### src/rtl/pio_pkg.sv
`timescale 1ns/1ps
package pio_pkg;

    localparam int REG_W  = 32;
    localparam int ADDR_W = 6;

    typedef enum logic [ADDR_W-1:0] {
        OFS_DIR   = 6'h00,
        OFS_LEVEL = 6'h04,
        OFS_SET   = 6'h0C,
        OFS_CLR   = 6'h10,
        OFS_IEN   = 6'h14,
        OFS_ITYPE = 6'h18,
        OFS_IPOL  = 6'h1C,
        OFS_IPEND = 6'h20,
        OFS_IMASK = 6'h24
    } pio_ofs_e;

    typedef enum logic {
        SENSE_EDGE  = 1'b0,
        SENSE_LEVEL = 1'b1
    } sense_e;

    typedef struct packed {
        logic dir;
        logic level;
        logic set;
        logic clr;
        logic ien;
        logic itype;
        logic ipol;
        logic ipend;
        logic imask;
        logic hit;
    } pio_dec_t;

    function automatic pio_dec_t pio_decode(input logic [ADDR_W-1:0] a);
        pio_dec_t d;
        d = '0;
        case (a)
            OFS_DIR:   d.dir   = 1'b1;
            OFS_LEVEL: d.level = 1'b1;
            OFS_SET:   d.set   = 1'b1;
            OFS_CLR:   d.clr   = 1'b1;
            OFS_IEN:   d.ien   = 1'b1;
            OFS_ITYPE: d.itype = 1'b1;
            OFS_IPOL:  d.ipol  = 1'b1;
            OFS_IPEND: d.ipend = 1'b1;
            OFS_IMASK: d.imask = 1'b1;
            default:   d       = '0;
        endcase
        d.hit = d.dir | d.level | d.set | d.clr | d.ien |
                d.itype | d.ipol | d.ipend | d.imask;
        return d;
    endfunction

endpackage

### src/rtl/pio_sync.sv
`timescale 1ns/1ps
module pio_sync #(
    parameter int W = 8
) (
    input  logic         clk,
    input  logic         rst,
    input  logic [W-1:0] d,
    output logic [W-1:0] q
);
    logic [W-1:0] stage1_q;
    logic [W-1:0] stage2_q;

    always_ff @(posedge clk) begin
        if (rst) begin
            stage1_q <= '0;
            stage2_q <= '0;
        end else begin
            stage1_q <= d;
            stage2_q <= stage1_q;
        end
    end

    assign q = stage2_q;
endmodule

### src/rtl/pio_irq_lane.sv
`timescale 1ns/1ps
module pio_irq_lane
    import pio_pkg::*;
(
    input  logic   clk,
    input  logic   rst,
    input  logic   sync_in,
    input  sense_e sense,
    input  logic   pol,
    input  logic   clr_req,
    output logic   pending
);
    logic prev_q;
    logic edge_q;
    logic edge_hit;

    assign edge_hit = pol ? (sync_in & ~prev_q) : (~sync_in & prev_q);

    always_ff @(posedge clk) begin
        if (rst) begin
            prev_q <= 1'b0;
            edge_q <= 1'b0;
        end else begin
            prev_q <= sync_in;
            if (sense == SENSE_LEVEL)
                edge_q <= 1'b0;
            else if (edge_hit)
                edge_q <= 1'b1;
            else if (clr_req)
                edge_q <= 1'b0;
        end
    end

    assign pending = (sense == SENSE_LEVEL) ? (sync_in == pol) : edge_q;

    // a captured edge only drops on acknowledge or a switch to level mode
    p_edge_sticky_r7: assert property (@(posedge clk) disable iff (rst)
        $fell(edge_q) |-> $past(clr_req || sense == SENSE_LEVEL));

    // a captured edge needs an actual input transition
    p_edge_needs_change_r10: assert property (@(posedge clk) disable iff (rst)
        $rose(edge_q) |-> $past(sync_in != prev_q));
endmodule

### src/rtl/pio_bank.sv
`timescale 1ns/1ps
module pio_bank
    import pio_pkg::*;
#(
    parameter int NPINS  = 16,
    parameter bit OE_INV = 1'b0
) (
    input  logic              clk,
    input  logic              rst,
    input  logic [ADDR_W-1:0] bus_addr,
    input  logic              bus_wr,
    input  logic [REG_W-1:0]  bus_wdata,
    input  logic              bus_rd,
    output logic [REG_W-1:0]  bus_rdata,
    output logic              bus_rvalid,
    input  logic [NPINS-1:0]  pin_in,
    output logic [NPINS-1:0]  pin_out,
    output logic [NPINS-1:0]  pin_oe,
    output logic              irq_out
);
    localparam int PAD = REG_W - NPINS;
    localparam logic [NPINS-1:0] DIR_RST = OE_INV ? {NPINS{1'b1}} : {NPINS{1'b0}};

    if (NPINS < 1 || NPINS >= REG_W) begin : g_bad_width
        $error("pio_bank: NPINS must lie in 1..31");
    end

    pio_dec_t         dec;
    logic [NPINS-1:0] wbits;
    logic [NPINS-1:0] dir_q, out_q, ien_q, itype_q, ipol_q, imask_q;
    logic [NPINS-1:0] in_q;
    logic [NPINS-1:0] pend_v;
    logic [NPINS-1:0] pend_clr;
    logic [NPINS-1:0] rd_sel;
    logic             irq_q;
    logic             unused_wr_hi;

    assign dec          = pio_decode(bus_addr);
    assign wbits        = bus_wdata[NPINS-1:0];
    assign unused_wr_hi = ^bus_wdata[REG_W-1:NPINS];

    pio_sync #(.W(NPINS)) u_sync (
        .clk (clk),
        .rst (rst),
        .d   (pin_in),
        .q   (in_q)
    );

    always_ff @(posedge clk) begin
        if (rst) begin
            dir_q   <= DIR_RST;
            out_q   <= '0;
            ien_q   <= '0;
            itype_q <= '0;
            ipol_q  <= '0;
            imask_q <= '0;
        end else if (bus_wr) begin
            if (dec.dir)   dir_q   <= wbits;
            if (dec.set)   out_q   <= out_q | wbits;
            if (dec.clr)   out_q   <= out_q & ~wbits;
            if (dec.ien)   ien_q   <= wbits;
            if (dec.itype) itype_q <= wbits;
            if (dec.ipol)  ipol_q  <= wbits;
            if (dec.imask) imask_q <= wbits;
        end
    end

    assign pend_clr = (bus_wr && dec.ipend) ? wbits : '0;

    for (genvar i = 0; i < NPINS; i++) begin : g_lane
        pio_irq_lane u_lane (
            .clk     (clk),
            .rst     (rst),
            .sync_in (in_q[i]),
            .sense   (sense_e'(itype_q[i])),
            .pol     (ipol_q[i]),
            .clr_req (pend_clr[i]),
            .pending (pend_v[i])
        );
    end

    always_comb begin
        rd_sel = '0;
        if (dec.dir)           rd_sel = dir_q;
        if (dec.level)         rd_sel = in_q;
        if (dec.set | dec.clr) rd_sel = out_q;
        if (dec.ien)           rd_sel = ien_q;
        if (dec.itype)         rd_sel = itype_q;
        if (dec.ipol)          rd_sel = ipol_q;
        if (dec.ipend)         rd_sel = pend_v;
        if (dec.imask)         rd_sel = imask_q;
    end

    always_ff @(posedge clk) begin
        if (rst) begin
            bus_rdata  <= '0;
            bus_rvalid <= 1'b0;
            irq_q      <= 1'b0;
        end else begin
            bus_rvalid <= bus_rd;
            if (bus_rd)
                bus_rdata <= {{PAD{1'b0}}, rd_sel};
            irq_q <= |(pend_v & ien_q & imask_q);
        end
    end

    assign pin_out = out_q;
    assign pin_oe  = OE_INV ? ~dir_q : dir_q;
    assign irq_out = irq_q;

    // pads stay undriven right after reset
    p_oe_after_reset_r1: assert property (@(posedge clk) disable iff (rst)
        $past(rst) |-> pin_oe == '0);

    // every read strobe is answered on the next clock
    p_rvalid_r2: assert property (@(posedge clk) disable iff (rst)
        bus_rd |=> bus_rvalid);

    // unmapped offsets read zero
    p_unmapped_zero_r2: assert property (@(posedge clk) disable iff (rst)
        (bus_rd && !dec.hit) |=> bus_rdata == '0);

    // set writes raise the written bits
    p_set_bits_r3: assert property (@(posedge clk) disable iff (rst)
        (bus_wr && dec.set) |=> (pin_out & $past(wbits)) == $past(wbits));

    // clear writes lower the written bits
    p_clr_bits_r3: assert property (@(posedge clk) disable iff (rst)
        (bus_wr && dec.clr) |=> (pin_out & $past(wbits)) == '0);

    // the output latch moves only on set or clear writes
    p_out_hold_r3: assert property (@(posedge clk) disable iff (rst)
        !(bus_wr && (dec.set || dec.clr)) |=> $stable(pin_out));

    // no open gate, no interrupt
    p_irq_gated_r9: assert property (@(posedge clk) disable iff (rst)
        ((ien_q & imask_q) == '0) |=> !irq_out);
endmodule

### config.mk
export PLATFORM = sky130hd
export DESIGN_NAME = pio_bank
export DESIGN_NICKNAME = d
export VERILOG_FILES = /design/src/rtl/pio_pkg.sv /design/src/rtl/pio_sync.sv /design/src/rtl/pio_irq_lane.sv /design/src/rtl/pio_bank.sv
export SDC_FILE = /design/constraint.sdc
export NUM_CORES = 1
export LEC_CHECK = 0
export ABC_AREA = 1
export CORE_UTILIZATION = 35
export DETAILED_ROUTE_END_ITERATION = 8
export HOLD_SLACK_MARGIN = 0.02
export PLACE_DENSITY = 0.56
export SKIP_LAST_GASP = 1
export SYNTH_ARGS = -nofsm -noshare
export SYNTH_HDL_FRONTEND = slang
export SYNTH_SLANG_ARGS = --single-unit
### constraint.sdc
create_clock -name clk -period 3.3 [get_ports clk]
set_input_delay 0.33 -clock clk [delete_from_list [all_inputs] [get_ports clk]]
set_output_delay 0.33 -clock clk [all_outputs]
set_load 0.05 [all_outputs]
==> reports/results.ini, run 1 <==
[grt]
grt_pass1_vias=6366
grt_overflow=0
busiest_layer=met2
use_met3=0.04000
grtUsageMet2=0.3021
met1_usage=0.3016
grt_pass1_wl_um=34990
grt_start_max_net_pins=41
grt_usage=0.2063
grt_antenna_before_repair=0

[clocking]
cts_buffers=17
clk-insertion-delay-late_ns=0.43
clk_pin_slew_worst_paths_ns=0.07
post_cts_buffers=0
cts_resized=0
root_buffer=clkbuf_16
holdBufCountCts=0
htree_levels=4
cts_tree=built
cts_sinks=178
clk_path_buf_depth=2

[critical_path]
arrival_ns=2.49
worstSetupPathType=primary input to register
regToRegEndpoint=irq_out
r2r_start=u_sync.q[15]
startpoint_type=primary input
rr_worst_depth=9
worst-path-max-fanout=19
ff2ff_setup_slack_ns=1.75
required_ns=3.62
endpoint_kind=register

[sta]
rsz0062_at_grt=false
worstMarginPinSlew_ns=0.5477
clock.fmax_ghz=0.4601
maxSlewViolCount=0
period_needed_ns=2.174
finalSetupViolations=0
fin_skew_ns=0.005160
final.setup.tns_ns=0
relSlewSlack=0.6344
hold_ws_ns=0.3164
hold_viol=0
finalCritPeriodShare=0.6586

[power_and_ir_drop]
p_leak_uw=0.003673
peakVddDrop_v=0.0003329
p_per_area_mw_per_mm2=493.2

[logic_synthesis]
yosysSeqAreaShare=0.4605
synthCells=1099
ys_seq_elements=178
syn_avg_cell_area_um2=7.040
yosysUniqueCellTypes=28
syn-cell-area_mm2=0.007737
ys_warn_count=0

[placement]
dp_hpwl_um=14340
dpl-instance-area_mm2=0.008874
io_buffers=91
gp_congestion=0.7842
dpl.cell_count=1436

[hold_path]
hold_path.startpoint=rst
min_path_cells=2
holdCritPathClass=primary input to register
hold_end=u_sync.stage1_q[15]

[layout]
drive_above_1_share=0.07077
layout_common_cells=nor2_1 (198), dfxtp_1 (178), a21oi_1 (157)
nNetsFinal=1233
instances_no_fill=1467
antenna_cells=0
area_delta_synth_final_pct=22.54
final_common_cell=nor2_1
final_area_mm2=0.009482

[die]
dieArea_mm2=0.02271
start_util=0.3556
io_pins=124
core_area_mm2=0.02176
die-height_um=150.7
rows=54
dieWidth_um=150.7

[flow_run]
drv_cap=0

[route]
ant_nets=0
post_drt_wl_per_cell_um=15.39
drt-initial-drc-count=426
drt_wl_total_um=22570
via_per_inst=4.937
firstDrtPassIters=5
vias=7243
drc=0

[outcome]
outcome=finished, final reports clean

[power by group]
part,switching [µW],internal (µW)
logic,225,109
registers,25.2,2190
clock network,848,1280
total,1100,3580
[per-layer routing]
metal	up-vias	part of all wire
met4	0	0.020
met2	212	0.42
li1	3683	-
met1	3316	0.50
met5	-	0
met3	32	0.056
[cell type report]
| type | count | area [µm²] |
|---|---|---|
| clock buffer | 20 | 446.7 |
| clock inverter | 11 | 161.4 |
| fill | 2239 | 12270 |
| inverter | 113 | 425.4 |
| multi-input combinational | 754 | 3476 |
| sequential | 178 | 3563 |
| tap | 280 | 350.3 |
| timing repair buffer | 111 | 1059 |
[cell families (layout without fill, tap and decap cells)]
group	count (synthesis)	in the layout	share of synthesized area
simple gates	476	476	0.2616
compound gates	262	262	0.1774
buf+inv	182	255	0.09994
flops	178	178	0.4605
other cells	1	16	0.0004847
[Yosys cell counts, drive strengths merged]
| cell type | instances | area, µm² |
|---|---|---|
| nor2 | 206 | 788.3 |
| dfxtp | 178 | 3563 |
| a21oi | 157 | 785.8 |
| nand2 | 156 | 588.1 |
| inv | 112 | 420.4 |
| o21ai | 72 | 360.3 |
| nand3 | 66 | 350.3 |
| buf | 39 | 235.2 |
| clkbuf | 30 | 112.6 |
| or2 | 24 | 150.1 |
| nor3 | 17 | 96.35 |
| a211oi | 16 | 120.1 |
| a31oi | 15 | 93.84 |
| nand4 | 5 | 31.28 |
| o22ai | 2 | 12.51 |
| clkinv | 1 | 5.000 |
| conb | 1 | 3.750 |
| nand3b | 1 | 7.510 |
| nor4 | 1 | 12.51 |
[critical path, stage by stage]
cell	delay (ns)
clkdlybuf4s50_1	0.55
nor2_1	0.27
nand3_2	0.12
nand2_2	0.40
inv_2	0.11
nor2_2	0.12
buf_4	0.29
nand2_1	0.11
o21ai_1	0.13
a21oi_1	0.05
[worst max path at each step]
stage	from	endpoint	slack, ns	cells past startpoint
4_1_cts	bus_addr[4]	register	1.18	11
3_3_place_gp	bus_addr[3]	register	0.77	10
3_5_place_dp	bus_addr[4]	register	0.73	11
5_1_grt	bus_addr[3]	register	0.98	10
2_1_floorplan	bus_addr[1]	register	1.65	10
6_report	bus_addr[3]	register	1.13	10
[metrics by stage]
stage	power (µW)	util	setup WS, ns
floorplan	2481	-	1.648
global placement	2595	0.4079	0.7729
global route	4841	0.4358	0.9816
finish	4676	0.4358	1.126
detailed placement	2598	0.4079	0.7332
CTS	4706	0.4358	1.178
No activity file was read; power rests on OpenSTA's default activity.
==> run 2, diff against run 1 <==
--- a/config.mk
+++ b/config.mk
@@ -9,7 +9,7 @@
 export CORE_UTILIZATION = 35
 export DETAILED_ROUTE_END_ITERATION = 8
 export HOLD_SLACK_MARGIN = 0.02
-export PLACE_DENSITY = 0.56
+export PLACE_DENSITY = 0.58
 export SKIP_LAST_GASP = 1
 export SYNTH_ARGS = -nofsm -noshare
 export SYNTH_HDL_FRONTEND = slang
==> constraint.sdc (replaced) <==
create_clock -name clk -period 1.82 [get_ports clk]
set_input_delay 0.182 -clock clk [delete_from_list [all_inputs] [get_ports clk]]
set_output_delay 0.182 -clock clk [all_outputs]
set_load 0.05 [all_outputs]
==> run 2 against run 1 <==
Register-to-register slack lost 1.5 ns. Via count rose by 1.2%. Hold slack worse by 0.18 ns. Highest routed layer unchanged. Sequential share of layout area decreased by 1.6 points. First-iteration DRC count rose by 32%. Power is 82% higher. Critical path type is now register to output pin. Sequential power is 81% higher. Cell area rose by 4.5%. Clock power grew 80%. Final cell count rose by 2.5%. Critical path depth fell by 9. Worst setup slack worse by 1.1 ns. Largest power group unchanged.
==> reports/results.ini, run 2 (synthesis gave the netlist of run 1 again) <==
[outcome]
outcome=finished, final reports clean

[die]
rows=54
dieWidth_um=150.7
start_util=0.3556
dieArea_mm2=0.02271
die-height_um=150.7
core_area_mm2=0.02176
io_pins=124

[critical_path]
startpoint_type=register
critical_path.slowest_cell=clkdlybuf4s50_1
worstSetupPathType=register to output pin
endpoint_kind=output pin
crit_chain=clkdlybuf4s50_1
worst-path-max-fanout=2
critPathTopFamily=buffers and inverters
required_ns=1.64
cpPeakStageDelay_ns=0.80
critical_path_buf_inv_count=1
arrival_ns=1.57

[grt]
grt_antenna_before_repair=0
grt_pass1_wl_um=35480
grtUsageMet2=0.3180
use_met3=0.03455
grt_start_max_net_pins=89
busiest_layer=met2
grt_pass1_vias=6437
met1_usage=0.3040
grt_overflow=0
grt_usage=0.2084

[sta]
rsz0062_at_grt=false
relSlewSlack=0.6517
period_needed_ns=1.750
fin_skew_ns=0.008745
clock.fmax_ghz=0.5713
worstMarginPinSlew_ns=0.5245
finalCritPeriodShare=0.9618
hold_viol=0
final.setup.tns_ns=0
finalSetupViolations=0
worst_slack_ns=0.06959
maxSlewViolCount=0

[power_and_ir_drop]
peakVddDrop_v=0.0006507
p_per_area_mw_per_mm2=857.4
p_leak_uw=0.004223
p_total_uw=8493

[clocking]
root_buffer=clkbuf_16
clk-insertion-delay-late_ns=0.43
post_cts_buffers=0
htree_levels=4
cts_tree=built
clk_pin_slew_worst_paths_ns=0.07
cts_sinks=178
clk_path_buf_depth=2
holdBufCountCts=0
cts_buffers=17

[route]
drt_wl_total_um=23030
drc=0
drt-initial-drc-count=562
vias=7327
ant_nets=0
firstDrtPassIters=5
via_per_inst=4.875
post_drt_wl_per_cell_um=15.32

[placement]
gp_congestion=0.8620
dpl-instance-area_mm2=0.009296
dpl.cell_count=1471
dp_slack_ns=-0.1777
dp_hpwl_um=15870
io_buffers=91

[layout]
multiInputGateArea_mm2=0.003476
nNetsFinal=1268
drive_above_1_share=0.1030
instances_no_fill=1503
final_common_cell=nor2_1
final_area_mm2=0.009906
fillers=2203
layout_common_cells=nor2_1 (198), dfxtp_1 (178), a21oi_1 (157)
antenna_cells=0
area_delta_synth_final_pct=28.02
ff_latch_area_mm2=0.003563

[hold_path]
holdCritPathClass=primary input to register

[flow_run]
drv_cap=0

==> run 2: cell count changes in the layout (fill, tap and decap cells not counted), sizes merged <==
cell           change
buf               +41
bufinv             -1
clkbuf             +1
clkdlybuf4s50     -42
clkinv             -3
clkinvlp           +2
dlygate4sd2       +25
dlymetal6s2s      +11
inv                +2
==> run 2: final cells by class <==
class	count	area share
Clock buffer	21	0.04648
Tap cell	280	0.03537
Timing Repair Buffer	146	0.1492
Multi-Input combinational cell	754	0.3509
Sequential cell	178	0.3597
Clock inverter	11	0.01541
Inverter	113	0.04295
==> run 2: repair_timing <==
item	in CTS	in global routing
endpoints found under the setup margin	25	11
resized for setup	25	11
hold endpoints to repair	0	0
==> run 2: final timing paths <==
path / slack, ns / cells past startpoint / from / end
worst min register to register: 0.40 / 2 / u_sync.stage1_q[4] / u_sync.q[4]
worst min-delay path: 0.14 / 2 / rst / u_sync.q[8]
worst max-delay path: 0.07 / 1 / bus_rdata[14] / bus_rdata[14]
worst max register to register: 0.22 / 9 / ipol_q[15] / irq_out
==> run 2: metrics by stage <==
step,utilization,hold slack (ns)
after floorplan,-,0.2890
after global placement,0.4273,0.3906
after detailed placement,0.4273,0.3921
after CTS,0.4540,0.1228
after global routing,0.4553,0.1309
final,0.4553,0.1351
==> run 2: per-layer routing <==
layer  share of wire  vias up
met1            0.50     3344
met2            0.43      202
met4          0.0096        0
met3           0.052       16
met5               0        -
li1                -     3765
==> run 2: report_power, final <==
| part | internal [µW] | switching [µW] |
|---|---|---|
| Combinational | 227 | 414 |
| Clock | 2250 | 1590 |
| Sequential | 3970 | 47.2 |
==> run 3, diff against run 2 <==
--- a/config.mk
+++ b/config.mk
@@ -6,10 +6,10 @@
 export NUM_CORES = 1
 export LEC_CHECK = 0
 export ABC_AREA = 1
-export CORE_UTILIZATION = 35
+export CORE_UTILIZATION = 48
 export DETAILED_ROUTE_END_ITERATION = 8
 export HOLD_SLACK_MARGIN = 0.02
-export PLACE_DENSITY = 0.58
+export PLACE_DENSITY = 0.76
 export SKIP_LAST_GASP = 1
 export SYNTH_ARGS = -nofsm -noshare
 export SYNTH_HDL_FRONTEND = slang
==> run 3 against run 2 <==
Clock skew is 0.0013 ns lower. Maximum frequency shrank 1.2%. Cell area is 1.0% lower. Count of clock-buffer cells in the layout is 3 lower. Clock power is 2% higher. Final cell count decreased by 4.9%. Critical path depth did not move. Critical path type unchanged. Largest power group unchanged. Highest routed layer unchanged.
==> reports/results.ini, run 3 (synthesis gave the netlist of run 1 again) <==
[route]
post_drt_wl_per_cell_um=15.20
vias=7539
drt-initial-drc-count=589
ant_nets=0
firstDrtPassIters=6
via_per_inst=5.272
drc=0
drt_wl_total_um=21730

[grt]
grt_overflow=0
grt_pass1_wl_um=34360
grt_start_max_net_pins=69
grtUsageMet2=0.4293
busiest_layer=met2
grt_antenna_before_repair=0
met1_usage=0.3678
grt_usage=0.2722
grt_pass1_vias=6658
use_met3=0.05364

[critical_path]
critical_path_buf_inv_count=1
required_ns=1.64
endpoint_kind=output pin
startpoint_type=register
critPathTopFamily=buffers and inverters
worst-path-max-fanout=2
r2r_start=ipol_q[2]
critical_path.slowest_cell=clkdlybuf4s50_1
crit_chain=clkdlybuf4s50_1
worstSetupPathType=register to output pin
arrival_ns=1.59
cpPeakStageDelay_ns=0.81

[clocking]
cts_tree=built
cts_sinks=178
clk_path_buf_depth=2
cts_buffers=17
htree_levels=4
root_buffer=clkbuf_16
clk-insertion-delay-late_ns=0.44
clk_pin_slew_worst_paths_ns=0.07
holdBufCountCts=0

[power_and_ir_drop]
p_per_area_mw_per_mm2=872.4
peakVddDrop_v=0.0007796
p_leak_uw=0.004315
p_total_uw=8553

[layout]
nNetsFinal=1260
antenna_cells=0
fin_util=0.6194
drive_above_1_share=0.09308
ff_latch_area_mm2=0.003563
multiInputGateArea_mm2=0.003476
fillers=1432
layout_common_cells=nor2_1 (198), dfxtp_1 (178), a21oi_1 (157)
area_delta_synth_final_pct=26.71
instances_no_fill=1430
final_common_cell=nor2_1

[outcome]
outcome=finished, final reports clean

[flow_run]
drv_cap=0

[sta]
relSlewSlack=0.6515
rsz0062_at_grt=false
finalCritPeriodShare=0.9732
hold_viol=0
period_needed_ns=1.771
clock.fmax_ghz=0.5646
final.setup.tns_ns=0
finalSetupViolations=0
worstMarginPinSlew_ns=0.5211
fin_skew_ns=0.007416
maxSlewViolCount=0

[placement]
dpl.cell_count=1399
dp_hpwl_um=14090
io_buffers=91
gp_congestion=0.9057

[die]
dieArea_mm2=0.01663
core_area_mm2=0.01583
start_util=0.4889
die-height_um=129.0
rows=46
io_pins=124
dieWidth_um=129.0

[hold_path]
holdCritPathClass=primary input to register
hold_path.startpoint=rst

==> run 3: cell types whose count changed in the layout (fill, tap and decap cells not counted), moves of 2 or more <==
cell             before  now
buf_4                48   35
dlymetal6s2s_1       11   19
dlygate4sd2_1        25   19
clkdlybuf4s50_1      48   52
clkinv_2              2    5
clkbuf_1              2    0
clkinvlp_4            3    1
==> run 3: layout make-up <==
class / count / area share
clock buffers: 18 / 0.04479
well taps: 216 / 0.02757
clock inverters: 13 / 0.01863
inverters: 113 / 0.04339
flip-flops and latches: 178 / 0.3635
repair buffers: 138 / 0.1477
multi-input cells: 754 / 0.3545
==> run 3: worst paths after layout <==
kind	to	slack, ns	depth (start not counted)
worst max register to register	irq_out	0.28	8
worst min-delay path	u_sync.q[2]	0.12	2
worst max-delay path	pin_out[5]	0.05	1
worst min register to register	u_sync.q[2]	0.40	2
==> run 3: routing by layer <==
| metal | vias up | wire length, µm | share of wire |
|---|---|---|---|
| li1 | 3734 | - | - |
| met1 | 3442 | 9516 | 0.44 |
| met2 | 312 | 9724 | 0.45 |
| met3 | 51 | 1937 | 0.089 |
| met4 | 0 | 550 | 0.025 |
| met5 | - | 0 | 0 |
==> run 3: stage by stage <==
stage	setup WS, ns	hold slack [ns]	cell area, µm²
floorplan	0.3156	0.2890	7794
global placement	-0.09851	0.3889	9159
detailed placement	-0.1578	0.3917	9159
CTS	0.00001044	0.1133	9757
global route	0.005317	0.1308	9804
finish	0.04878	0.1184	9804
==> run 3: power breakdown <==
| group | total, µW | switching, µW | internal, µW |
|---|---|---|---|
| clock network | 3890 | 1560 | 2330 |
| registers | 4020 | 46.9 | 3970 |
| logic | 638 | 409 | 229 |
| total | 8550 | 2020 | 6530 |
==> run 3: repair_timing <==
action                     4_1_cts  5_1_grt
setup endpoints to repair       19       19
resized for setup               19       19
cloned                           0        0
hold endpoints to repair         0        0
buffers inserted                 0        0
